## config.mk

```make
export PLATFORM = sky130hd
export DESIGN_NAME = exc_seq
export DESIGN_NICKNAME = d
export VERILOG_FILES = /design/src/rtl/exc_pkg.sv /design/src/rtl/exc_arb.sv /design/src/rtl/exc_entry.sv /design/src/rtl/exc_ret.sv /design/src/rtl/exc_seq.sv
export SDC_FILE = /design/constraint.sdc
export NUM_CORES = 1
export LEC_CHECK = 0
export BUFFER_PORTS_ARGS = -buffer_cell sky130_fd_sc_hd__buf_2
export CAP_MARGIN = 20
export CELL_PAD_IN_SITES_DETAIL_PLACEMENT = 1
export CELL_PAD_IN_SITES_GLOBAL_PLACEMENT = 1
export CORE_ASPECT_RATIO = 0.5
export CORE_MARGIN = 2
export CORE_UTILIZATION = 43
export DETAILED_ROUTE_END_ITERATION = 8
export GPL_ROUTABILITY_DRIVEN = 0
export PLACE_DENSITY = 0.95
export SLEW_MARGIN = 0
export SYNTH_ARGS = -nofsm -noshare
export SYNTH_HDL_FRONTEND = slang
export SYNTH_HIERARCHICAL = 1
export SYNTH_SLANG_ARGS = --single-unit
```

## constraint.sdc

```tcl
create_clock -name clk_i -period 9.4 [get_ports clk_i]
set_clock_uncertainty 0.15 [all_clocks]
set_input_delay 1.41 -clock clk_i [delete_from_list [all_inputs] [get_ports clk_i]]
set_output_delay 1.41 -clock clk_i [all_outputs]
set_load 0.01 [all_outputs]
```

## src/rtl/exc_pkg.sv

```systemverilog
package exc_pkg;
  typedef enum logic [2:0] {
    EXC_RST  = 3'd0,
    EXC_UND  = 3'd1,
    EXC_SWI  = 3'd2,
    EXC_PABT = 3'd3,
    EXC_DABT = 3'd4,
    EXC_BKPT = 3'd5,
    EXC_IRQ  = 3'd6,
    EXC_FIQ  = 3'd7
  } exc_e;

  localparam int MODE_W = 5;
  localparam int T_BIT  = 5;
  localparam int F_BIT  = 6;
  localparam int I_BIT  = 7;

  localparam logic [MODE_W-1:0] MODE_FIQ = 5'b10001;
  localparam logic [MODE_W-1:0] MODE_IRQ = 5'b10010;
  localparam logic [MODE_W-1:0] MODE_SVC = 5'b10011;
  localparam logic [MODE_W-1:0] MODE_ABT = 5'b10111;
  localparam logic [MODE_W-1:0] MODE_UND = 5'b11011;

  localparam logic [5:0] DABT_VEC = 6'h10;

  function automatic logic [MODE_W-1:0] mode_of(exc_e k);
    case (k)
      EXC_RST, EXC_SWI:            mode_of = MODE_SVC;
      EXC_UND:                     mode_of = MODE_UND;
      EXC_PABT, EXC_DABT, EXC_BKPT: mode_of = MODE_ABT;
      EXC_IRQ:                     mode_of = MODE_IRQ;
      default:                     mode_of = MODE_FIQ;
    endcase
  endfunction

  function automatic logic [5:0] vec_off(exc_e k);
    case (k)
      EXC_RST:            vec_off = 6'h00;
      EXC_UND:            vec_off = 6'h04;
      EXC_SWI:            vec_off = 6'h08;
      EXC_PABT, EXC_BKPT: vec_off = 6'h0C;
      EXC_DABT:           vec_off = DABT_VEC;
      EXC_IRQ:            vec_off = 6'h18;
      default:            vec_off = 6'h1C;
    endcase
  endfunction

  // link offset over the current instruction address
  function automatic logic [3:0] link_add(exc_e k, logic thumb);
    case (k)
      EXC_UND, EXC_SWI: link_add = thumb ? 4'd2 : 4'd4;
      EXC_DABT:         link_add = 4'd8;
      EXC_RST:          link_add = 4'd0;
      default:          link_add = 4'd4;
    endcase
  endfunction

  function automatic logic [3:0] ret_sub(exc_e k);
    case (k)
      EXC_RST, EXC_UND, EXC_SWI: ret_sub = 4'd0;
      EXC_DABT:                  ret_sub = 4'd8;
      default:                   ret_sub = 4'd4;
    endcase
  endfunction
endpackage

```

## src/rtl/exc_arb.sv

```systemverilog
module exc_arb
  import exc_pkg::*;
(
  input  logic rst_req_i,
  input  logic chain_i,
  input  logic dabt_i,
  input  logic fiq_i,
  input  logic irq_i,
  input  logic pabt_i,
  input  logic bkpt_i,
  input  logic und_i,
  input  logic swi_i,
  input  logic f_mask_i,
  input  logic i_mask_i,
  output logic hit_o,
  output exc_e kind_o,
  output logic from_chain_o,
  output logic chain_set_o
);
  localparam int NREQ = 9;

  function automatic exc_e slot_kind(int i);
    case (i)
      0:       slot_kind = EXC_RST;
      1:       slot_kind = EXC_FIQ;
      2:       slot_kind = EXC_DABT;
      3:       slot_kind = EXC_FIQ;
      4:       slot_kind = EXC_IRQ;
      5:       slot_kind = EXC_PABT;
      6:       slot_kind = EXC_BKPT;
      7:       slot_kind = EXC_UND;
      default: slot_kind = EXC_SWI;
    endcase
  endfunction

  logic            fiq_ok;
  logic [NREQ-1:0] req;

  assign fiq_ok = fiq_i & ~f_mask_i;
  assign req = {swi_i, und_i, bkpt_i, pabt_i, irq_i & ~i_mask_i,
                fiq_ok, dabt_i, chain_i, rst_req_i};

  // lowest index wins
  always_comb begin
    hit_o  = 1'b0;
    kind_o = EXC_RST;
    for (int i = NREQ - 1; i >= 0; i--) begin
      if (req[i]) begin
        hit_o  = 1'b1;
        kind_o = slot_kind(i);
      end
    end
  end

  assign from_chain_o = chain_i & ~rst_req_i;
  assign chain_set_o  = hit_o & (kind_o == EXC_DABT) & fiq_ok;
endmodule

```

## src/rtl/exc_entry.sv

```systemverilog
module exc_entry
  import exc_pkg::*;
#(
  parameter int              DW       = 32,
  parameter logic [DW-1:0]   VEC_BASE = '0
) (
  input  exc_e          kind_i,
  input  logic [DW-1:0] pc_i,
  input  logic [DW-1:0] cpsr_i,
  output logic [DW-1:0] lr_o,
  output logic [DW-1:0] spsr_o,
  output logic [DW-1:0] cpsr_o,
  output logic [DW-1:0] vec_o
);
  always_comb begin
    lr_o   = (kind_i == EXC_RST) ? '0 : pc_i + DW'(link_add(kind_i, cpsr_i[T_BIT]));
    spsr_o = cpsr_i;
    cpsr_o = cpsr_i;
    cpsr_o[MODE_W-1:0] = mode_of(kind_i);
    cpsr_o[T_BIT] = 1'b0;
    cpsr_o[I_BIT] = 1'b1;
    if (kind_i == EXC_FIQ || kind_i == EXC_RST) cpsr_o[F_BIT] = 1'b1;
    vec_o  = VEC_BASE + DW'(vec_off(kind_i));
  end
endmodule

```

## src/rtl/exc_ret.sv

```systemverilog
module exc_ret
  import exc_pkg::*;
#(
  parameter int DW = 32
) (
  input  exc_e          kind_i,
  input  logic [DW-1:0] lr_i,
  input  logic [DW-1:0] spsr_i,
  output logic [DW-1:0] pc_o,
  output logic [DW-1:0] cpsr_o
);
  assign pc_o   = lr_i - DW'(ret_sub(kind_i));
  assign cpsr_o = spsr_i;
endmodule

```

## src/rtl/exc_seq.sv

```systemverilog
module exc_seq
  import exc_pkg::*;
#(
  parameter int            DW       = 32,
  parameter logic [DW-1:0] VEC_BASE = '0
) (
  input  logic          clk_i,
  input  logic          rst_ni,
  input  logic          rst_req_i,
  input  logic          dabt_i,
  input  logic          fiq_i,
  input  logic          irq_i,
  input  logic          pabt_i,
  input  logic          und_i,
  input  logic          swi_i,
  input  logic          bkpt_i,
  input  logic [DW-1:0] pc_i,
  input  logic [DW-1:0] cpsr_i,
  input  logic          ret_i,
  input  logic [2:0]    ret_kind_i,
  input  logic [DW-1:0] ret_lr_i,
  input  logic [DW-1:0] ret_spsr_i,
  output logic          ent_valid_o,
  output logic          ret_valid_o,
  output logic [2:0]    kind_o,
  output logic [DW-1:0] lr_o,
  output logic [DW-1:0] spsr_o,
  output logic [DW-1:0] cpsr_o,
  output logic [DW-1:0] pc_o
);
  localparam logic [DW-1:0] CHAIN_PC = VEC_BASE + DW'(DABT_VEC);

  logic          chain_q;
  logic          hit, from_chain, chain_set;
  exc_e          win;
  logic [DW-1:0] src_pc, src_cpsr;
  logic [DW-1:0] e_lr, e_spsr, e_cpsr, e_vec;
  logic [DW-1:0] r_pc, r_cpsr;

  exc_arb u_arb (
    .rst_req_i   (rst_req_i),
    .chain_i     (chain_q),
    .dabt_i      (dabt_i),
    .fiq_i       (fiq_i),
    .irq_i       (irq_i),
    .pabt_i      (pabt_i),
    .bkpt_i      (bkpt_i),
    .und_i       (und_i),
    .swi_i       (swi_i),
    .f_mask_i    (cpsr_i[F_BIT]),
    .i_mask_i    (cpsr_i[I_BIT]),
    .hit_o       (hit),
    .kind_o      (win),
    .from_chain_o(from_chain),
    .chain_set_o (chain_set)
  );

  // chained FIQ is built from the abort handler's state
  assign src_pc   = from_chain ? CHAIN_PC : pc_i;
  assign src_cpsr = from_chain ? cpsr_o   : cpsr_i;

  exc_entry #(.DW(DW), .VEC_BASE(VEC_BASE)) u_entry (
    .kind_i(win),
    .pc_i  (src_pc),
    .cpsr_i(src_cpsr),
    .lr_o  (e_lr),
    .spsr_o(e_spsr),
    .cpsr_o(e_cpsr),
    .vec_o (e_vec)
  );

  exc_ret #(.DW(DW)) u_ret (
    .kind_i(exc_e'(ret_kind_i)),
    .lr_i  (ret_lr_i),
    .spsr_i(ret_spsr_i),
    .pc_o  (r_pc),
    .cpsr_o(r_cpsr)
  );

  always_ff @(posedge clk_i or negedge rst_ni) begin
    if (!rst_ni) begin
      chain_q     <= 1'b0;
      ent_valid_o <= 1'b0;
      ret_valid_o <= 1'b0;
      kind_o      <= '0;
      lr_o        <= '0;
      spsr_o      <= '0;
      cpsr_o      <= '0;
      pc_o        <= '0;
    end else begin
      chain_q     <= chain_set;
      ent_valid_o <= hit;
      ret_valid_o <= ~hit & ret_i;
      if (hit) begin
        kind_o <= win;
        lr_o   <= e_lr;
        spsr_o <= e_spsr;
        cpsr_o <= e_cpsr;
        pc_o   <= e_vec;
      end else if (ret_i) begin
        kind_o <= ret_kind_i;
        cpsr_o <= r_cpsr;
        pc_o   <= r_pc;
      end
    end
  end
endmodule

```

==> impl_metrics.json <==
{
  "finalHoldViolCount": 0,
  "cts.clk_slew.worst_paths_ns": 0.07,
  "rr_worst_depth": 12,
  "synth_area_um2": 8980,
  "crit_type": "in2reg",
  "wl_per_cell_um": 18.7,
  "cts.sinks": 134,
  "clk_latency_ns": 0.42,
  "rsz0062_at_grt": "no",
  "worst_path_most_repeated_cell": "a21oi_1",
  "ys.warnings.count": 6,
  "hold_start": "spsr_o[2]",
  "required_ns": 9.61,
  "slowest_stage": "or4_4",
  "viasPerCell": 5.24,
  "grt_pass1_wl_mm": 40.4,
  "min_to": "spsr_o[2]",
  "max_stage_delay_ns": 0.61,
  "rows": 37,
  "synth.top_cell.area_share": 0.373,
  "grt_pass1_vias": 7806,
  "io_pins": 275,
  "start_util": 0.438,
  "finalCoreUtilization": 0.497,
  "cts_tree": "yes",
  "drv_slew": 0,
  "r2r-end": "lr_o[25]",
  "fin_tns_setup_ns": 0,
  "cts_resized": 0,
  "async_flop_share": 1.00,
  "p_total_mw": 1.58,
  "ys_top_cells_by_count": "dfrtp_1 (134), buf_4 (133), mux2_1 (96)",
  "synth_top_area_cell": "dfrtp_1",
  "vdd_drop_max_uv": 119,
  "reg2reg_slack_ns": 5.68,
  "critPathArrivalTime_ns": 4.76,
  "syn_area_per_cell_um2": 9.94,
  "cts_buffer_depth": 2,
  "synth_seq_cells": 134,
  "track_usage": 0.231,
  "core_area_um2": 20500,
  "dp_hpwl_mm": 18.7,
  "status": "completed",
  "crit_family": "simple AND/OR/NAND/NOR gates",
  "routed_wl_mm": 25.1,
  "synth_area_leaders": "dfrtp_1 (37%), mux2_1 (12%), buf_4 (11%)",
  "fin_crit_ns": 4.55,
  "grt_start_max_net_pins": 84,
  "max_freq_ghz": 0.220,
  "maxCapViolCount": 0,
  "relSlewSlack": 0.403,
  "cts_buffers": 17,
  "post-route-period-util": 0.484,
  "holdPathStages": 1,
  "synth.most_common_cell": "dfrtp_1",
  "crit_path_cell_trace": "buf_2, nor3_2, nor2_1, o31a_1, nand2b_1, a21oi_1, ha_1, fa_1, a21oi_1, or4_4, or4_1, a21oi_1, mux2_1",
  "ant_nets": 0,
  "die_w_um": 208,
  "ys.flop_type": "dfrtp_1",
  "cts.htree.levels": 4,
  "hold_class": "reg2reg",
  "cp_max_fo": 15,
  "dieArea_um2": 22100,
  "max_slew.worst_pin.slew_ns": 0.888,
  "drc": 0,
  "power_density_nw_per_um2": 155,
  "drive_above_1_share": 0.309,
  "post-cts-setup-buffer-count": 0,
  "setup_viol": 0,
  "p_leak_nw": 4.98,
  "drtIter0Drc": 374,
  "area_growth_pct": 13.5,
  "nets": 1206,
  "start_kind": "input port",
  "path_buf_inv": 1,
  "ys_types": 56,
  "antenna_found_initial": 1,
  "via_count": 7040,
  "holdBufCountCts": 0,
  "die_h_um": 106,
  "ys_seq_area_frac": 0.373,
  "first_pass_iters": 5,
  "grt.overflow.total": 0,
  "netlist_instances": 903,
  "cts_root_buffer": "clkbuf_16",
  "worstSetupEndpointType": "flop",
  "synth_edf_count": 0,
  "timing.rr.start": "chain_q",
  "portBuffers": 274
}
## stage by stage
stage	setup slack [ns]	instance area [um^2]	cells	hold slack, ns
after floorplan	4.83	9090	933	0.379
after detailed placement	4.44	9610	1311	0.322
after global placement	4.66	9610	1311	0.315
final	4.85	10200	1344	0.331
after CTS	4.89	10200	1343	0.335
after global routing	4.72	10200	1344	0.357
## flip-flops by register name, indices dropped and copies added (netlist names)
signal / count
pc_o: 32
cpsr_o: 32
ent_valid_o: 1
spsr_o: 32
chain_q: 1
ret_valid_o: 1
lr_o: 32
kind_o: 3
## power breakdown
group	leakage (nW)	total [mW]	switching [mW]	internal [mW]
logic	3.11	0.271	0.155	0.116
clock network	0.275	0.664	0.271	0.394
registers	1.60	0.643	0.0259	0.617
total	4.98	1.58	0.452	1.13
## cells in the final DEF, fill, tap and decap left out, types with 4 or more instances in the layout
master	synthesis	routed
nand4_1	10	10
nand2_1	88	88
conb_1	2	32
or4_1	14	14
dfrtp_1	134	134
buf_2	18	272
and2_1	6	6
nor2b_1	35	34
o21ai_0	9	9
inv_1	9	9
o31ai_1	9	9
ha_1	5	5
nor3_1	13	12
inv_6	0	4
a21oi_1	23	23
nand3_1	10	9
o21ai_1	67	67
xor2_1	20	20
mux2i_1	71	71
mux2_1	96	96
or3_1	18	18
xnor2_1	14	14
buf_4	133	9
clkbuf_16	0	17
nand2b_1	6	6
nor4_1	8	8
nor2_1	19	19
## worst register-to-register path: stages, from the launching register on
cell	delay, ns
dfrtp_1	0.43
nor2b_1	0.10
nor2_1	0.15
o31a_1	0.46
nand2b_1	0.19
a21oi_1	0.18
ha_1	0.21
fa_1	0.25
a21oi_1	0.15
or4_4	0.61
or4_1	0.50
a21oi_1	0.15
mux2_1	0.14
## how the worst max path moves through the flow
stage                    from        to  cells past startpoint
finish                  und_i  lr_o[25]                     13
global route           bkpt_i  lr_o[27]                     13
CTS                     und_i  lr_o[25]                     13
detailed placement      und_i  lr_o[25]                     13
global placement        und_i  lr_o[25]                     13
floorplan           cpsr_i[6]  lr_o[10]                     14
## cells by family (layout without fill, tap and decap cells)
group	Yosys count	in the layout	share of synthesized area
simple gates	252	252	0.159
buf+inv	186	323	0.148
mux	167	167	0.200
flops	134	134	0.373
compound gates	119	119	0.0727
xor+xnor	34	34	0.0332
fa+ha+maj	9	9	0.0137
other cells	2	33	0.000836
## layout make-up
type	instances	area, um^2
clock buffer	19	433
multi-input combinational	613	4440
sequential	134	3350
tap	273	342
clock inverter	13	145
antenna	1	2.50
timing repair buffer	282	1440
inverter	9	33.8
fill	2369	10300
## layer usage
| layer | up-vias | global-route usage | wire, um |
|---|---|---|---|
| met2 | 196 | 0.428 | 13400 |
| met4 | 0 | 0.115 | 950 |
| li1 | 3287 | - | - |
| met3 | 67 | 0.0449 | 948 |
| met5 | - | 0 | 0 |
| met1 | 3490 | 0.255 | 9820 |
No activity file was read; power rests on OpenSTA's default activity.
